File: src/rtl/ata_pio_pkg.sv
package ata_pio_pkg;
  localparam int TW = 8;

  typedef struct packed {
    logic [TW-1:0] teoc;
    logic [TW-1:0] t4;
    logic [TW-1:0] t2;
    logic [TW-1:0] t1;
  } pio_tim_t;

  localparam int TIM_W = $bits(pio_tim_t);

  typedef enum logic [2:0] {
    PH_IDLE,
    PH_SETUP,
    PH_STROBE,
    PH_HOLD,
    PH_RECOV
  } pio_phase_e;

  // zero is treated as a one-clock phase
  function automatic logic [TW-1:0] ph_load(input logic [TW-1:0] t);
    return (t == '0) ? '0 : t - 1'b1;
  endfunction
endpackage

File: src/rtl/ata_iordy_sync.sv
module ata_iordy_sync #(
  parameter int STAGES = 2
) (
  input  logic clk_i,
  input  logic rst_ni,
  input  logic d_i,
  output logic q_o
);
  logic [STAGES-1:0] sr_q;

  always_ff @(posedge clk_i or negedge rst_ni) begin
    if (!rst_ni) sr_q <= '1;
    else         sr_q <= {sr_q[STAGES-2:0], d_i};
  end

  assign q_o = sr_q[STAGES-1];
endmodule

File: src/rtl/ata_pio_tsel.sv
module ata_pio_tsel
  import ata_pio_pkg::*;
#(
  parameter int AW     = 4,
  parameter int N_SETS = 3
) (
  input  logic [AW-1:0]         addr_i,
  input  logic                  dev_i,
  input  logic [N_SETS*TIM_W-1:0] tim_i,
  input  logic [N_SETS-1:0]     ior_en_i,
  output pio_tim_t              tim_o,
  output logic                  ior_en_o
);
  localparam int SW = $clog2(N_SETS);

  logic [SW-1:0] idx;
  pio_tim_t      set_tim [N_SETS];

  for (genvar g = 0; g < N_SETS; g++) begin : g_set
    assign set_tim[g] = pio_tim_t'(tim_i[g*TIM_W +: TIM_W]);
  end

  // data port: cs0 with address 0; set 1/2 by device
  always_comb begin
    idx = '0;
    if (addr_i == '0) idx = dev_i ? SW'(2) : SW'(1);
  end

  assign tim_o    = set_tim[idx];
  assign ior_en_o = ior_en_i[idx];
endmodule

File: src/rtl/ata_pio_seq.sv
module ata_pio_seq
  import ata_pio_pkg::*;
#(
  parameter int AW = 4,
  parameter int DW = 16
) (
  input  logic          clk_i,
  input  logic          rst_ni,
  input  logic          req_i,
  input  logic [AW-1:0] addr_i,
  input  logic          we_i,
  input  logic [DW-1:0] wdata_i,
  input  pio_tim_t      tim_i,
  input  logic          ior_en_i,
  input  logic          iordy_s_i,
  input  logic [DW-1:0] dd_i,
  output logic          busy_o,
  output logic          ack_o,
  output logic [DW-1:0] rdata_o,
  output logic [2:0]    da_o,
  output logic          cs0_no,
  output logic          cs1_no,
  output logic          dior_no,
  output logic          diow_no,
  output logic [DW-1:0] dd_o,
  output logic          dd_oe_o
);
  pio_phase_e    ph_q;
  logic [TW-1:0] cnt_q;
  pio_tim_t      tim_q;
  logic          ior_en_q, we_q;
  logic [AW-1:0] addr_q;
  logic [DW-1:0] wdata_q;
  logic          cs_act;
  logic          cnt_done;

  assign cnt_done = (cnt_q == '0);

  always_ff @(posedge clk_i or negedge rst_ni) begin
    if (!rst_ni) begin
      ph_q     <= PH_IDLE;
      cnt_q    <= '0;
      tim_q    <= '0;
      ior_en_q <= 1'b0;
      we_q     <= 1'b0;
      addr_q   <= '0;
      wdata_q  <= '0;
      rdata_o  <= '0;
      ack_o    <= 1'b0;
    end else begin
      ack_o <= 1'b0;
      unique case (ph_q)
        PH_IDLE: if (req_i) begin
          addr_q   <= addr_i;
          we_q     <= we_i;
          wdata_q  <= wdata_i;
          tim_q    <= tim_i;
          ior_en_q <= ior_en_i;
          cnt_q    <= ph_load(tim_i.t1);
          ph_q     <= PH_SETUP;
        end
        PH_SETUP:
          if (cnt_done) begin
            cnt_q <= ph_load(tim_q.t2);
            ph_q  <= PH_STROBE;
          end else cnt_q <= cnt_q - 1'b1;
        PH_STROBE:
          if (!cnt_done) cnt_q <= cnt_q - 1'b1;
          else if (!(ior_en_q && !iordy_s_i)) begin
            cnt_q <= ph_load(tim_q.t4);
            ph_q  <= PH_HOLD;
            ack_o <= 1'b1;
            if (!we_q) rdata_o <= dd_i;
          end
        PH_HOLD:
          if (cnt_done) begin
            cnt_q <= ph_load(tim_q.teoc);
            ph_q  <= PH_RECOV;
          end else cnt_q <= cnt_q - 1'b1;
        PH_RECOV:
          if (cnt_done) ph_q <= PH_IDLE;
          else          cnt_q <= cnt_q - 1'b1;
        default: ph_q <= PH_IDLE;
      endcase
    end
  end

  assign busy_o  = (ph_q != PH_IDLE);
  assign cs_act  = (ph_q == PH_SETUP) || (ph_q == PH_STROBE) || (ph_q == PH_HOLD);
  assign cs0_no  = !(cs_act && !addr_q[AW-1]);
  assign cs1_no  = !(cs_act && addr_q[AW-1]);
  assign da_o    = addr_q[2:0];
  assign dior_no = !((ph_q == PH_STROBE) && !we_q);
  assign diow_no = !((ph_q == PH_STROBE) && we_q);
  assign dd_oe_o = cs_act && we_q;
  assign dd_o    = wdata_q;

  p_one_strobe_r4: assert property (@(posedge clk_i) disable iff (!rst_ni)
    !(!dior_no && !diow_no));
  p_strobe_has_cs_r2: assert property (@(posedge clk_i) disable iff (!rst_ni)
    (!dior_no || !diow_no) |-> (cs0_no != cs1_no));
  p_no_oe_on_read_r11: assert property (@(posedge clk_i) disable iff (!rst_ni)
    !dior_no |-> !dd_oe_o);
  p_ack_pulse_r7: assert property (@(posedge clk_i) disable iff (!rst_ni)
    ack_o |=> !ack_o);
  p_ack_after_strobe_r7: assert property (@(posedge clk_i) disable iff (!rst_ni)
    $rose(ack_o) |-> $past(ph_q == PH_STROBE));
  p_addr_hold_r10: assert property (@(posedge clk_i) disable iff (!rst_ni)
    busy_o |=> $stable(addr_q));
  p_wait_state_r9: assert property (@(posedge clk_i) disable iff (!rst_ni)
    (ph_q == PH_STROBE && cnt_done && ior_en_q && !iordy_s_i) |=> (ph_q == PH_STROBE));
endmodule

File: src/rtl/ata_pio_engine.sv
module ata_pio_engine
  import ata_pio_pkg::*;
#(
  parameter int AW      = 4,
  parameter int DW      = 16,
  parameter int SYNC_ST = 2
) (
  input  logic          clk_i,
  input  logic          rst_ni,
  input  logic          req_i,
  input  logic [AW-1:0] addr_i,
  input  logic          we_i,
  input  logic [DW-1:0] wdata_i,
  input  logic          dev_i,
  input  logic [31:0]   tim_cmd_i,
  input  logic [31:0]   tim_dev0_i,
  input  logic [31:0]   tim_dev1_i,
  input  logic [2:0]    iordy_en_i,
  output logic          busy_o,
  output logic          ack_o,
  output logic [DW-1:0] rdata_o,
  output logic [2:0]    da_o,
  output logic          cs0_no,
  output logic          cs1_no,
  output logic          dior_no,
  output logic          diow_no,
  input  logic [DW-1:0] dd_i,
  output logic [DW-1:0] dd_o,
  output logic          dd_oe_o,
  input  logic          iordy_i
);
  pio_tim_t sel_tim;
  logic     sel_ior_en;
  logic     iordy_s;

  ata_iordy_sync #(.STAGES(SYNC_ST)) u_sync (
    .clk_i (clk_i),
    .rst_ni(rst_ni),
    .d_i   (iordy_i),
    .q_o   (iordy_s)
  );

  ata_pio_tsel #(.AW(AW), .N_SETS(3)) u_tsel (
    .addr_i  (addr_i),
    .dev_i   (dev_i),
    .tim_i   ({tim_dev1_i, tim_dev0_i, tim_cmd_i}),
    .ior_en_i(iordy_en_i),
    .tim_o   (sel_tim),
    .ior_en_o(sel_ior_en)
  );

  ata_pio_seq #(.AW(AW), .DW(DW)) u_seq (
    .clk_i    (clk_i),
    .rst_ni   (rst_ni),
    .req_i    (req_i),
    .addr_i   (addr_i),
    .we_i     (we_i),
    .wdata_i  (wdata_i),
    .tim_i    (sel_tim),
    .ior_en_i (sel_ior_en),
    .iordy_s_i(iordy_s),
    .dd_i     (dd_i),
    .busy_o   (busy_o),
    .ack_o    (ack_o),
    .rdata_o  (rdata_o),
    .da_o     (da_o),
    .cs0_no   (cs0_no),
    .cs1_no   (cs1_no),
    .dior_no  (dior_no),
    .diow_no  (diow_no),
    .dd_o     (dd_o),
    .dd_oe_o  (dd_oe_o)
  );
endmodule

File: config.mk
export PLATFORM = sky130hd
export DESIGN_NAME = ata_pio_engine
export DESIGN_NICKNAME = d
export VERILOG_FILES = /design/src/rtl/ata_pio_pkg.sv /design/src/rtl/ata_iordy_sync.sv /design/src/rtl/ata_pio_tsel.sv /design/src/rtl/ata_pio_seq.sv /design/src/rtl/ata_pio_engine.sv
export SDC_FILE = /design/constraint.sdc
export NUM_CORES = 1
export LEC_CHECK = 0
export ABC_AREA = 1
export BUFFER_PORTS_ARGS = -buffer_cell sky130_fd_sc_hd__buf_2
export CORE_UTILIZATION = 50
export CTS_CLUSTER_SIZE = 30
export DETAILED_ROUTE_END_ITERATION = 8
export GPL_ROUTABILITY_DRIVEN = 0
export PLACE_DENSITY = 0.8
export SYNTH_ARGS = -nofsm -noshare
export SYNTH_HDL_FRONTEND = slang
export SYNTH_SLANG_ARGS = --single-unit
File: constraint.sdc
create_clock -name clk_i -period 1.9 [get_ports clk_i]
set_input_delay 0.285 -clock clk_i [delete_from_list [all_inputs] [get_ports clk_i]]
set_output_delay 0.285 -clock clk_i [all_outputs]
set_load 0.03 [all_outputs]
==> results.cfg, run 1 <==
[critical_path]
critPathKind = flop to primary output
cp.buffers_inverters = 2
slowest_stage = dfrtp_1
worst_setup_path_end_kind = primary output
path_delay_family = simple AND/OR/NAND/NOR gates
arrival_ps = 1570
reg2reg_slack_ps = 80
crit_path_cell_trace = inv_2 > nand2_2 > nand2_1 > or2_2 > buf_2
timing.critical_path.required_ps = 1620
path_max_fanout = 4
start_kind = flop
max_stage_delay_ps = 480

[floorplan]
die_w_um = 101
num_rows = 35
core_area_um2 = 9420
start_util_pct = 52.5
pin_count = 183
die-area_um2 = 10300
die_h_um = 101

[timing]
period_needed_ps = 1860
holdWs_ps = 16.7
worst_slack_ps = 42.4
rsz0062_at_grt = yes
finalCritPeriodShare_pct = 97.8
setup_violations = 0
relSlewSlack_pct = 55.6
hold_viol = 0
setup-tns-final_ps = 0
drv_slew = 0
tightest_slew_ps = 665
final.setup_skew_ps = 23.1
max_freq_mhz = 538

[finish]
fin_cells = 1018
final_net_count = 1034
drive_gt1_share_pct = 32.8
antennaDiodeCount = 0
syn_to_final_growth_pct = 30.0

[clocking]
cts_tree = yes
clkSinkCount = 76
cts_buffers = 9
htree_levels = 3
clk_latency_ps = 370
clk_path_buf_depth = 2
clk_pin_slew_ps = 80
cts_root_buf = clkbuf_8

[synthesis]
yosysTopAreaCell = dfrtp_1
async_reset_ff_share_pct = 100
syn-num-nets = 839
synth.distinct_cells = 33
ys.warnings.count = 0
post-synth-top-area-fraction_pct = 37.4
syn-cell-area_um2 = 4950
yosys_most_used_dff = dfrtp_1
ys_ff_latch = 76
syn_inst = 689
synth.area.top_cells = dfrtp_1, nand2_1, nor2_1, nand3_1, inv_1
synth_edf_count = 0
yosysSeqAreaShare_pct = 38.5
postSynthAreaPerCell_um2 = 7.18

[detailed_routing]
wirelength_um = 13500
wl_per_cell_um = 13.3
vias = 5285
first_iter_violations = 284
via_per_inst = 5.19
drc_errors = 0
first_pass_iters = 6
ant_nets = 0

[grt]
grt_pass1_vias = 5064
grt_max_degree = 53
use_met3_pct = 5.59
grt_overflow = 0
busiest_layer = met2
grt_usage_pct = 27.1
grt.met1_usage_pct = 36.1
use_met2_pct = 43.5
antenna_found_initial = 0
grt_pass1_wl_um = 22000

[place]
dpl_worst_slack_ps = -26.9
dp.cells = 999
hpwl_um = 10600
port_buffers = 182

[run_status]
outcome = finished clean

[flow_run]
max-cap-violations = 0

[power_and_ir_drop]
ir_worst_vdd_mv = 0.761
pwr_density_cell_nw_per_um2 = 1450
total_leakage_power_nw = 3.50

[worst_hold_path]
worstHoldPathType = primary input to flop
power by group:
part	switching, mW	internal [mW]
Combinational	3.27	1.77
Sequential	0.443	2.29
Clock	0.690	0.896
Total	4.40	4.95
per-layer routing:
| metal | share of wire, % | wire, um |
|---|---|---|
| met3 | 6.7 | 907 |
| met2 | 47 | 6340 |
| met1 | 44 | 5990 |
| met5 | 0 | 0 |
| met4 | 2.2 | 300 |
what timing repair did:
| item | CTS | global route |
|---|---|---|
| setup endpoints to repair | 0 | 25 |
| gates resized for setup | 0 | 18 |
| hold buffers | 1 | 0 |
| hold endpoints to repair | 31 | 0 |
| buffers inserted | 0 | 1 |
state kept, by name, indices dropped and copies added, names as in the netlist:
name            count
u_seq.addr_q        4
u_seq.we_q          1
u_seq.ack_o         1
u_seq.tim_q        24
u_seq.dd_o         16
u_seq.rdata_o      16
u_seq.cnt_q         8
u_seq.ior_en_q      1
u_sync.sr_q         2
u_seq.ph_q          3
Yosys cell counts, types with 3 or more instances:
cell type  count
inv_1         62
nor2_4         7
buf_4          5
xnor2_1        4
nor2_2         4
xor2_1        15
nor2_1        85
nand3_2        4
ha_1           9
dfrtp_1       74
inv_2          8
nand2_1      223
o22ai_1       25
buf_2          6
clkbuf_1      12
nand3_1       61
o21ai_1        5
nand4_1       14
nand2_2        3
o21ai_0       12
mux2_4        10
a21oi_1       21
mux2_2         6
cells in the final DEF (no fill, tap or decap), types with 2 or more instances in the layout:
master,count
ha_1,8
o22ai_1,25
dfrtp_1,74
o21ai_1,3
nor3_1,2
or2_2,2
nand3_2,6
nor2_4,8
nor2_2,10
mux2_4,10
dfstp_2,2
clkbuf_8,9
mux2_2,6
a21oi_1,19
o21ai_0,12
buf_4,23
xnor2_1,4
inv_6,3
nand2_2,3
xor2_1,15
inv_2,12
buf_2,181
nand3_1,59
a21oi_2,2
o21ai_2,2
nand2_1,223
nand4_1,14
bufinv_16,3
buf_12,3
inv_1,57
nor2_1,79
metrics by stage:
stage	cell area [um^2]	power (mW)	utilization, %
finish	6430	9.35	68.3
global route	6430	10.1	68.3
CTS	6370	9.21	67.7
detailed placement	6110	7.61	64.9
global placement	6110	7.45	64.9
floorplan	4950	6.19	-
logic make-up (layout without fill, tap and decap cells):
family | count (synthesis) | after routing | share of synthesized area, %
muxes | 16 | 16 | 4.40
xor gates and xnor gates | 19 | 19 | 3.36
buffers and inverters | 95 | 294 | 8.04
and+or+nand+nor | 408 | 409 | 35.9
AOI/OAI and AO/OA | 66 | 66 | 7.56
DFF | 76 | 76 | 38.5
adders and majority gates | 9 | 9 | 2.28
worst reg2reg max path, delay by kind of cell, from the launching register on:
kind            cells  cell delay [ps]
simple gates        3              280
compound gates      4              710
fa+ha+maj           1              180
buf+inv             1              150
flops               1              360
path summary, 6_finish.rpt:
check	start	endpoint	cells after the start
worst max-delay path	u_seq.ph_q[0]$_DFFE_PN0P_	cs0_no	5
worst min-delay path	iordy_i	u_sync.sr_q[0]$_DFF_PN1_	1
worst max register to register	u_seq.tim_q[16]$_DFFE_PN0P_	u_seq.cnt_q[4]$_DFFE_PN0P_	9
worst min register to register	u_sync.sr_q[0]$_DFF_PN1_	u_sync.sr_q[1]$_DFF_PN1_	0
max in group asynchronous	rst_ni	u_sync.sr_q[1]$_DFF_PN1_	3
min in group asynchronous	rst_ni	u_seq.rdata_o[5]$_DFFE_PN0P_	2
cell type report:
type	count	area (um^2)
timing repair buffer	208	1150
clock buffer	9	124
sequential	76	1900
multi-input combinational	519	2700
inverter	70	265
fill	808	2990
tap	129	161
clock inverter	7	128
No activity file was read; power rests on OpenSTA's default activity.
==> run 2: changes to the inputs <==
--- a/config.mk
+++ b/config.mk
@@ -12,6 +12,7 @@
 export DETAILED_ROUTE_END_ITERATION = 8
 export GPL_ROUTABILITY_DRIVEN = 0
 export PLACE_DENSITY = 0.8
+export SETUP_SLACK_MARGIN = 0.15
 export SYNTH_ARGS = -nofsm -noshare
 export SYNTH_HDL_FRONTEND = slang
 export SYNTH_SLANG_ARGS = --single-unit
==> results.cfg, run 2 (synthesis results as in run 1) <==
[run_status]
outcome = finished clean

[finish]
drive_gt1_share_pct = 36.1
antennaDiodeCount = 0
final_common_cell = nand2_1
num-fill-cells = 770
fin_util_pct = 69.8
final_cell_mix = nand2_1, buf_2, nor2_1, dfrtp_1, nand3_1
multiInputGateArea_um2 = 2810
top_register = u_seq.tim_q
syn_to_final_growth_pct = 32.8
largest_register_ffs = 24
final_net_count = 1042
seqCellArea_um2 = 1910

[floorplan]
die_h_um = 101
core_area_um2 = 9420
die-area_um2 = 10300
die_w_um = 101
start_util_pct = 52.5
num_rows = 35
pin_count = 183

[place]
hpwl_um = 10400
port_buffers = 182

[grt]
grt_pass1_vias = 4958
grt_max_degree = 51
grt_usage_pct = 27.1
grt_overflow = 0
grt_pass1_wl_um = 22100
antenna_found_initial = 0

[timing]
max_freq_mhz = 561
hold_viol = 0
finalCritPeriodShare_pct = 93.8
setup-tns-final_ps = 0
rsz0062_at_grt = yes
drv_slew = 0
setup_violations = 0
tightest_slew_ps = 681
period_needed_ps = 1780
final.setup_skew_ps = 6.73
relSlewSlack_pct = 54.6

[clocking]
clk_latency_ps = 350
htree_levels = 3
clk_path_buf_depth = 2
cts_root_buf = clkbuf_8
clkSinkCount = 76
clk_pin_slew_ps = 80
cts_tree = yes
cts_buffers = 9

[detailed_routing]
drc_errors = 0
via_per_inst = 5.18
first_pass_iters = 6
vias = 5319
wirelength_um = 13900
first_iter_violations = 239
ant_nets = 0
wl_per_cell_um = 13.6

[worst_hold_path]
worstHoldPathType = primary input to flop
worst_hold_startpoint = iordy_i
min_path_cells = 1
min_to = u_sync.sr_q[0]$_DFF_PN1_

[critical_path]
r2r_end = u_seq.rdata_o[7]$_DFFE_PN0P_
worst_setup_path_end_kind = flop
critPathKind = flop to flop
rr_worst_depth = 7
reg2reg_slack_ps = 120
arrival_ps = 2020
start_kind = flop
timing.critical_path.required_ps = 2140
r2r-start = u_seq.cnt_q[0]$_DFFE_PN0P_
path_max_fanout = 8

[power_and_ir_drop]
pwr_density_cell_nw_per_um2 = 1480
total_leakage_power_nw = 3.53
ir_worst_vdd_mv = 0.702

[flow_run]
max-cap-violations = 0
## run 2: timing repair
action / 4_1_cts / 5_1_grt
buffers inserted: 9 / 3
cloned: 0 / 1
gates resized for setup: 19 / 30
endpoints found under the setup margin: 25 / 16
hold endpoints to repair: 33 / 0
pin swaps: 5 / 16
hold buffers: 1 / 0
## run 2: report_power, final
part | switching (mW) | leakage (nW) | internal (mW)
registers | 0.455 | 0.921 | 2.29
clock network | 0.650 | 0.117 | 0.876
logic | 3.51 | 2.49 | 1.97
## run 2: layer usage
metal	share of wire [%]	wire length (um)	vias up	track usage [%]
met5	0	0	-	0
met4	2.7	373	0	11.3
met3	6.7	940	42	5.18
met2	49	6760	248	45.0
met1	42	5860	2421	34.8
li1	-	-	2608	-
## run 2: worst max-delay path by stage
| stage | startpoint | end | slack, ps | cells past startpoint |
|---|---|---|---|---|
| after floorplan | addr_i[3] | u_seq.cnt_q[7]$_DFFE_PN0P_ | 170 | 13 |
| after global placement | addr_i[1] | u_seq.cnt_q[0]$_DFFE_PN0P_ | 100 | 11 |
| after detailed placement | addr_i[1] | u_seq.cnt_q[7]$_DFFE_PN0P_ | 30 | 11 |
| after CTS | u_seq.cnt_q[0]$_DFFE_PN0P_ | u_seq.cnt_q[3]$_DFFE_PN0P_ | 150 | 11 |
| after global routing | u_seq.cnt_q[0]$_DFFE_PN0P_ | u_seq.cnt_q[1]$_DFFE_PN0P_ | 50 | 13 |
| final | u_seq.cnt_q[0]$_DFFE_PN0P_ | u_seq.rdata_o[7]$_DFFE_PN0P_ | 120 | 7 |
## run 2: worst max-delay path, stage by stage, from the launching register on
cell,delay (ps)
dfrtp_1,410
inv_2,90
ha_4,160
nand3_4,80
nor2_4,210
and3_4,280
nand2_4,110
mux2_4,320
## run 2: stage by stage
stage                     instances  hold slack (ps)  cell area, um^2  power (mW)  setup slack [ps]
after floorplan                 689            -10.6             4970        6.19               173
after global placement          996              263             6080        7.39               103
after detailed placement        996              272             6080        7.59              34.1
after CTS                      1022             21.5             6450        9.41               155
after global routing           1026             23.9             6570        10.4              45.7
final                          1026             34.8             6570        9.75               119
## run 2: cell type report
cell class,instances,area share (%)
repair buffers,216,18.1
well taps,129,2.46
flip-flops and latches,76,29.0
clock inverters,6,1.69
inverters,70,4.11
multi-input cells,519,42.7
clock buffers,10,1.94
